File: src/rtl/dp_alu_pkg.sv
package dp_alu_pkg;
  typedef enum logic [3:0] {
    OP_ADD = 4'd0,  OP_ADC = 4'd1,  OP_SUB = 4'd2,  OP_SBC = 4'd3,
    OP_RSB = 4'd4,  OP_RSC = 4'd5,  OP_AND = 4'd6,  OP_OR  = 4'd7,
    OP_XOR = 4'd8,  OP_BIC = 4'd9,  OP_MOV = 4'd10, OP_MVN = 4'd11,
    OP_CMP = 4'd12, OP_CMN = 4'd13, OP_TST = 4'd14, OP_TEQ = 4'd15
  } alu_op_e;

  typedef struct packed {
    logic n;
    logic z;
    logic c;
    logic v;
  } alu_flags_t;

  function automatic logic op_is_arith(input logic [3:0] op);
    return (op <= 4'd5) || (op == OP_CMP) || (op == OP_CMN);
  endfunction

  function automatic logic op_is_cmp(input logic [3:0] op);
    return op[3] & op[2];
  endfunction
endpackage

File: src/rtl/dp_addsub.sv
module dp_addsub
  import dp_alu_pkg::*;
#(
  parameter int unsigned WIDTH = 32
) (
  input  logic [3:0]       op_i,
  input  logic [WIDTH-1:0] a_i,
  input  logic [WIDTH-1:0] b_i,
  input  logic             c_i,
  output logic [WIDTH-1:0] sum_o,
  output logic             cout_o,
  output logic             ovf_o
);
  localparam int unsigned MSB = WIDTH - 1;

  logic [WIDTH-1:0] x, y;
  logic             cin;
  logic [WIDTH:0]   full;

  // every form is x + y + cin with swapped / inverted operands
  always_comb begin
    x = a_i;
    y = b_i;
    cin = 1'b0;
    unique case (op_i)
      OP_ADC:          cin = c_i;
      OP_SUB, OP_CMP:  begin y = ~b_i; cin = 1'b1; end
      OP_SBC:          begin y = ~b_i; cin = c_i;  end
      OP_RSB:          begin x = b_i; y = ~a_i; cin = 1'b1; end
      OP_RSC:          begin x = b_i; y = ~a_i; cin = c_i;  end
      default:         ;
    endcase
  end

  assign full   = {1'b0, x} + {1'b0, y} + {{WIDTH{1'b0}}, cin};
  assign sum_o  = full[MSB:0];
  assign cout_o = full[WIDTH];
  assign ovf_o  = (x[MSB] == y[MSB]) && (full[MSB] != x[MSB]);
endmodule

File: src/rtl/dp_logic.sv
module dp_logic
  import dp_alu_pkg::*;
#(
  parameter int unsigned WIDTH = 32
) (
  input  logic [3:0]       op_i,
  input  logic [WIDTH-1:0] a_i,
  input  logic [WIDTH-1:0] b_i,
  output logic [WIDTH-1:0] res_o
);
  for (genvar i = 0; i < WIDTH; i++) begin : g_bit
    always_comb begin
      unique case (op_i)
        OP_AND, OP_TST: res_o[i] = a_i[i] & b_i[i];
        OP_OR:          res_o[i] = a_i[i] | b_i[i];
        OP_XOR, OP_TEQ: res_o[i] = a_i[i] ^ b_i[i];
        OP_BIC:         res_o[i] = a_i[i] & ~b_i[i];
        OP_MVN:         res_o[i] = ~b_i[i];
        default:        res_o[i] = b_i[i];
      endcase
    end
  end
endmodule

File: src/rtl/dp_flag_gen.sv
module dp_flag_gen
  import dp_alu_pkg::*;
#(
  parameter int unsigned WIDTH = 32
) (
  input  logic [3:0]       op_i,
  input  logic [WIDTH-1:0] res_i,
  input  logic             arith_c_i,
  input  logic             arith_v_i,
  input  logic             shift_c_i,
  input  logic             set_i,
  input  alu_flags_t       cur_i,
  output alu_flags_t       nxt_o
);
  logic upd, arith;

  assign upd   = set_i | op_is_cmp(op_i);
  assign arith = op_is_arith(op_i);

  always_comb begin
    nxt_o = cur_i;
    if (upd) begin
      nxt_o.n = res_i[WIDTH-1];
      nxt_o.z = ~|res_i;
      nxt_o.c = arith ? arith_c_i : shift_c_i;
      nxt_o.v = arith ? arith_v_i : cur_i.v;
    end
  end
endmodule

File: src/rtl/dp_alu.sv
module dp_alu
  import dp_alu_pkg::*;
#(
  parameter int unsigned WIDTH = 32
) (
  input  logic [3:0]       op_i,
  input  logic [WIDTH-1:0] a_i,
  input  logic [WIDTH-1:0] b_i,
  input  logic [3:0]       flags_i,
  input  logic             shift_carry_i,
  input  logic             set_flags_i,
  output logic [WIDTH-1:0] result_o,
  output logic             wr_en_o,
  output logic [3:0]       flags_o
);
  alu_flags_t       cur, nxt;
  logic [WIDTH-1:0] sum, lres;
  logic             cout, ovf;

  assign cur = alu_flags_t'(flags_i);

  dp_addsub #(.WIDTH(WIDTH)) u_addsub (
    .op_i(op_i), .a_i(a_i), .b_i(b_i), .c_i(cur.c),
    .sum_o(sum), .cout_o(cout), .ovf_o(ovf)
  );

  dp_logic #(.WIDTH(WIDTH)) u_logic (
    .op_i(op_i), .a_i(a_i), .b_i(b_i), .res_o(lres)
  );

  assign result_o = op_is_arith(op_i) ? sum : lres;
  assign wr_en_o  = ~op_is_cmp(op_i);

  dp_flag_gen #(.WIDTH(WIDTH)) u_flags (
    .op_i(op_i), .res_i(result_o), .arith_c_i(cout), .arith_v_i(ovf),
    .shift_c_i(shift_carry_i), .set_i(set_flags_i), .cur_i(cur), .nxt_o(nxt)
  );

  assign flags_o = nxt;
endmodule

File: config.mk
export PLATFORM = sky130hd
export DESIGN_NAME = dp_alu
export DESIGN_NICKNAME = d
export VERILOG_FILES = /design/src/rtl/dp_alu_pkg.sv /design/src/rtl/dp_addsub.sv /design/src/rtl/dp_logic.sv /design/src/rtl/dp_flag_gen.sv /design/src/rtl/dp_alu.sv
export SDC_FILE = /design/constraint.sdc
export NUM_CORES = 1
export LEC_CHECK = 0
export BUFFER_PORTS_ARGS = -buffer_cell sky130_fd_sc_hd__buf_2
export CAP_MARGIN = 20
export CELL_PAD_IN_SITES_DETAIL_PLACEMENT = 1
export CELL_PAD_IN_SITES_GLOBAL_PLACEMENT = 1
export CORE_ASPECT_RATIO = 1.1
export CORE_MARGIN = 2
export CORE_UTILIZATION = 40
export DETAILED_ROUTE_END_ITERATION = 16
export GPL_TIMING_DRIVEN = 1
export PLACE_DENSITY = 0.92
export REMOVE_ABC_BUFFERS = 1
export SYNTH_ARGS = -nofsm -noshare
export SYNTH_HDL_FRONTEND = slang
export SYNTH_HIERARCHICAL = 1
export SYNTH_SLANG_ARGS = --single-unit
File: constraint.sdc
create_clock -name vclk -period 10.1
set_clock_uncertainty 0.1 [all_clocks]
set_input_delay 0.505 -clock vclk [all_inputs]
set_output_delay 0.505 -clock vclk [all_outputs]
set_load 0.02 [all_outputs]
==> results of run 1 <==
cell usage in the layout, fill, tap and decap left out, drive strengths merged, types with 17 or more instances in the layout:
cell type / count
and2: 17
buf: 119
o21ai: 78
nor2: 58
mux2: 37
o32a: 17
a21oi: 40
ha: 63
a31oi: 37
mux2i: 19
nand2: 171
o22ai: 31
a21boi: 17
inv: 77
final cells by class:
| cell class | count | area (um2) |
|---|---|---|
| Fill cell | 1908 | 7600 |
| Multi-Input combinational cell | 747 | 5160 |
| Timing Repair Buffer | 119 | 623 |
| Inverter | 77 | 289 |
| Tap cell | 188 | 235 |
| Antenna cell | 2 | 5.00 |
stage by stage:
stage | setup slack (ns) | util (%)
2_1_floorplan | 3.68 | -
5_1_grt | 2.58 | 45.3
3_3_place_gp | 2.76 | 45.2
6_report | 2.94 | 45.4
4_1_cts | 2.34 | 45.2
3_5_place_dp | 2.37 | 45.2
worst max-delay path: cells and delay by family:
kind,cells,cell delay (ns)
buffers and inverters,3,1.00
xor gates and xnor gates,1,0.09
and+or+nand+nor,7,2.18
muxes,1,0.27
adders and majority gates,2,0.63
AOI/OAI and AO/OA,6,1.87
kinds of logic (layout without fill, tap and decap cells):
family / count (synthesis) / after routing / share of synthesized area (%)
muxes: 56 / 56 / 12.8
AOI/OAI and AO/OA: 303 / 303 / 36.0
adders and majority gates: 65 / 65 / 14.5
xor gates and xnor gates: 26 / 26 / 3.98
other: 0 / 2 / 0
buffers and inverters: 137 / 196 / 10.4
and+or+nand+nor: 297 / 297 / 22.3
worst paths after layout:
path,startpoint,end,slack (ns)
max,op_i[2],flags_o[2],2.94
min,flags_i[3],flags_o[3],1.25
power breakdown:
| group | switching, mW | total [mW] | internal, mW |
|---|---|---|---|
| Sequential | 0 | 0 | 0 |
| Clock | 0 | 0.0000000265 | 0.0000000265 |
| Combinational | 0.348 | 0.582 | 0.234 |
| Total | 0.348 | 0.582 | 0.234 |
layer usage:
metal / global-route usage, % / vias to the layer above / routed length [um]
met3: 1.67 / 42 / 917
met5: 0 / - / 0
met2: 50.2 / 186 / 10500
met1: 31.3 / 3276 / 8780
li1: - / 3297 / -
met4: 8.65 / 0 / 649
==> impl_metrics.tcl, run 1 <==
set metrics [dict create \
    status "finished clean" \
    post_cts_resize_count 0 \
    grt_max_degree 65 \
    grt_pass1_wl_um 34000 \
    die_h_um 130 \
    drc 0 \
    grt_usage_pct 26.3 \
    antenna_found_initial 1 \
    hold_buffers 0 \
    min_path_cells 3 \
    critical_path_class "input port to output pin" \
    ir_drop_mv 0.0355 \
    whs_ns 1.25 \
    maxCapViolCount 0 \
    holdCritPathClass "input port to output pin" \
    setup_tns_ns 0 \
    p_total_mw 0.582 \
    yosysMostFrequentCell "nand2_1" \
    dr.first_iter.drc_count 333 \
    finalHoldViolations 0 \
    wl_um 20800 \
    final_layout_size_suffix_gt1_share_pct 18.0 \
    grt_overflow_total 0 \
    yosysUniqueCellTypes 65 \
    gp_congestion 0.949 \
    std_cell_rows 45 \
    area_delta_synth_final_pct 10.1 \
    syn_inst 884 \
    total_leakage_power_nw 3.09 \
    yosys.area.top_type_share_pct 13.8 \
    fin_area_um2 6310 \
    crit_slowest_cell "buf_2" \
    syn_avg_cell_area_um2 6.48 \
    rsz0062_at_grt "false" \
    drt_first_pass_iters 5 \
    critical_path_peak_fanout 53 \
    dieWidth_um 118 \
    avgViaCountPerCell 6.00 \
    timing.final.crit_share_pct 70.9 \
    nNetsFinal 1084 \
    setup_viol 0 \
    dp.cells 1130 \
    vias 6801 \
    power_density_nw_per_um2 92.2 \
    cp.arrival_ns 6.55 \
    max-slew-margin-rel_pct 34.6 \
    initial_core_util_pct 41.2 \
    max_freq_mhz 140 \
    fp.dieArea_um2 15300 \
    post-route-min-period_ns 7.16 \
    tightest_slew_ns 0.978 \
    synth_top_cell_by_area "ha_1" \
    ys_seq_area_share_pct 0 \
    design.seq.count 0 \
    end_kind "output pin" \
    seqCellArea_um2 0 \
    crit_required_ns 9.50 \
    critPathMostFrequentCell "a21oi_1" \
    n_clock_buffer 0 \
    drtAntennaViolNets 0 \
    synth_area_um2 5730 \
    cp-start-kind "input port" \
    cpPeakStageDelay_ns 0.68 \
    grt_pass1_vias 6852 \
    slew_viol_final 0 \
    crit_chain "buf_2 > nor2b_1 > a32o_1 > nand2b_1 > a21oi_1 > nor2_1 > fa_1 > inv_1 > fa_1 > a21oi_1 > nor2_1 > o31ai_1 > nand2_1 > a21oi_1 > xnor2_1 > mux2_4 > nor4_1 > nand4_1 > o31ai_1 > buf_2" \
    netlist_top_cells_area "ha_1 14%, nand2_1 11%, mux2_4 8.1%, o21ai_0 6.6%, inv_1 5.0%" \
    placed_area_um2 6290 \
    postCtsSetupBuffers 0 \
    yosysWarnings 6 \
    num_io_pins 111 \
    finalNonFillerCells 1133 \
    wire_per_inst_um 18.4 \
    port_buffers 111 \
    hpwl_um 16200 \
    core-area_um2 13900 \
    ys_top_cells_by_count "171 x nand2_1, 77 x inv_1, 76 x o21ai_0" \
]
Note: power is estimated with default switching activity, not from simulation.
==> run 2, diff against run 1 <==
--- a/config.mk
+++ b/config.mk
@@ -5,13 +5,14 @@
 export SDC_FILE = /design/constraint.sdc
 export NUM_CORES = 1
 export LEC_CHECK = 0
+export ABC_AREA = 1
 export BUFFER_PORTS_ARGS = -buffer_cell sky130_fd_sc_hd__buf_2
 export CAP_MARGIN = 20
 export CELL_PAD_IN_SITES_DETAIL_PLACEMENT = 1
 export CELL_PAD_IN_SITES_GLOBAL_PLACEMENT = 1
 export CORE_ASPECT_RATIO = 1.1
 export CORE_MARGIN = 2
-export CORE_UTILIZATION = 40
+export CORE_UTILIZATION = 36
 export DETAILED_ROUTE_END_ITERATION = 16
 export GPL_TIMING_DRIVEN = 1
 export PLACE_DENSITY = 0.92
==> constraint.sdc (replaced) <==
create_clock -name vclk -period 6
set_clock_uncertainty 0.1 [all_clocks]
set_input_delay 0.3 -clock vclk [all_inputs]
set_output_delay 0.3 -clock vclk [all_outputs]
set_load 0.02 [all_outputs]
==> run 2 against run 1 <==
  * Power rose by 73%
  * Non-clock buffer count rose by 5
  * Flip-flop and latch count did not move
  * Critical path depth rose by 7
  * Worst setup slack got worse by 2.2 ns
  * Highest routed layer unchanged
==> impl_metrics.tcl, run 2 <==
set metrics [dict create \
    drt_first_pass_iters 6 \
    post-route-min-period_ns 5.30 \
    wl_um 26200 \
    whs_ns 0.868 \
    final_common_cell "nand2_1" \
    post_cts_resize_count 0 \
    final.setup.worst_slack_ns 0.699 \
    dp.cells 1621 \
    yosysMostFrequentCell "nand2_1" \
    area_delta_synth_final_pct 9.01 \
    num_io_pins 111 \
    holdCritPathClass "input port to output pin" \
    placed_area_um2 7220 \
    fp.dieArea_um2 19600 \
    antenna_found_initial 0 \
    critPathMostFrequentCell "nand2_1" \
    vias 8942 \
    hold_buffers 0 \
    multi_input_area_um2 5480 \
    yosys.area.top_type_share_pct 22.4 \
    wire_per_inst_um 16.2 \
    ir_drop_mv 0.0455 \
    n_clock_buffer 0 \
    std_cell_rows 52 \
    timing.final.crit_share_pct 88.4 \
    utilization_pct 39.7 \
    setup_viol 0 \
    dieWidth_um 134 \
    initial_core_util_pct 36.5 \
    postCtsSetupBuffers 0 \
    fin_area_um2 7240 \
    crit_required_ns 5.60 \
    maxCapViolCount 0 \
    cpPeakStageDelay_ns 0.64 \
    dr.first_iter.drc_count 413 \
    design.seq.count 0 \
    port_buffers 111 \
    ys_top_cells_by_count "396 x nand2_1, 283 x nand3_1, 204 x inv_1" \
    finalHoldViolations 0 \
    grt_pass1_wl_um 43200 \
    total_leakage_power_nw 4.22 \
    avgViaCountPerCell 5.51 \
    n_antenna_cell 0 \
    status "finished clean" \
    setup_tns_ns 0 \
    grt_overflow_total 0 \
    grt_usage_pct 25.9 \
    syn_avg_cell_area_um2 5.04 \
    slew_viol_final 0 \
    netlist_top_cells_area "nand2_1 22%, nand3_1 21%, ha_1 12%, inv_1 12%, a21oi_1 4.8%" \
    seqCellArea_um2 0 \
    drc 0 \
    fillers 2777 \
    drtAntennaViolNets 0 \
    rsz0062_at_grt "false" \
    nNetsFinal 1520 \
    end_kind "output pin" \
    critical_path_peak_fanout 92 \
    final_layout_size_suffix_gt1_share_pct 12.4 \
    hpwl_um 20600 \
    critical_path_class "input port to output pin" \
    p_total_mw 1.00 \
    synth_area_um2 6640 \
    grt_max_degree 93 \
    cp_num_buf_inv 6 \
    grt_pass1_vias 9108 \
    crit_slowest_cell "buf_4" \
    cp.arrival_ns 4.90 \
    yosysUniqueCellTypes 41 \
    max-slew-margin-rel_pct 42.6 \
    cp-start-kind "input port" \
    synth_top_cell_by_area "nand2_1" \
    layout_common_cells "396 x nand2_1, 283 x nand3_1, 204 x inv_1" \
    die_h_um 146 \
    max_freq_mhz 189 \
    power_density_nw_per_um2 139 \
    core-area_um2 18200 \
    yosysWarnings 6 \
    syn_inst 1318 \
    critPathTopFamily "buffers and inverters" \
    tightest_slew_ns 0.860 \
    pre_cts_slack_ns 0.742 \
    ys_seq_area_share_pct 0 \
    finalNonFillerCells 1622 \
    gp_congestion 0.965 \
]
[run 2: area by class of cell]
class | instances | area share (%)
multi-input combinational | 1044 | 75.7
timing repair buffer | 124 | 9.13
inverter | 211 | 10.9
tap | 243 | 4.20
[run 2: cells by family after synthesis]
family,after synthesis,share of synthesized area (%)
multiplexers,1,0.151
AND/OR/NAND/NOR,801,52.9
buffers and inverters,274,17.5
XOR/XNOR,19,2.62
AO/OA/AOI/OAI,158,14.3
adder cells (fa/ha/maj),65,12.5
[run 2: power by group]
group / internal, mW / switching [mW] / total, mW
registers: 0 / 0 / 0
clock network: 0 / 0 / 0
logic: 0.319 / 0.685 / 1.00
total: 0.319 / 0.685 / 1.00
[run 2: path summary, 6_finish.rpt]
| kind | start | end | slack [ns] | cells after the start |
|---|---|---|---|---|
| worst max-delay path | op_i[2] | flags_o[2] | 0.70 | 27 |
| worst min-delay path | flags_i[3] | flags_o[3] | 0.87 | 4 |
[run 2: layer usage]
metal | global-route usage (%) | vias to the layer above | wire length [um]
li1 | - | 4381 | -
met1 | 31.0 | 4296 | 11300
met2 | 48.8 | 218 | 13000
met3 | 2.29 | 47 | 1150
met4 | 7.13 | 0 | 699
met5 | 0 | - | 0
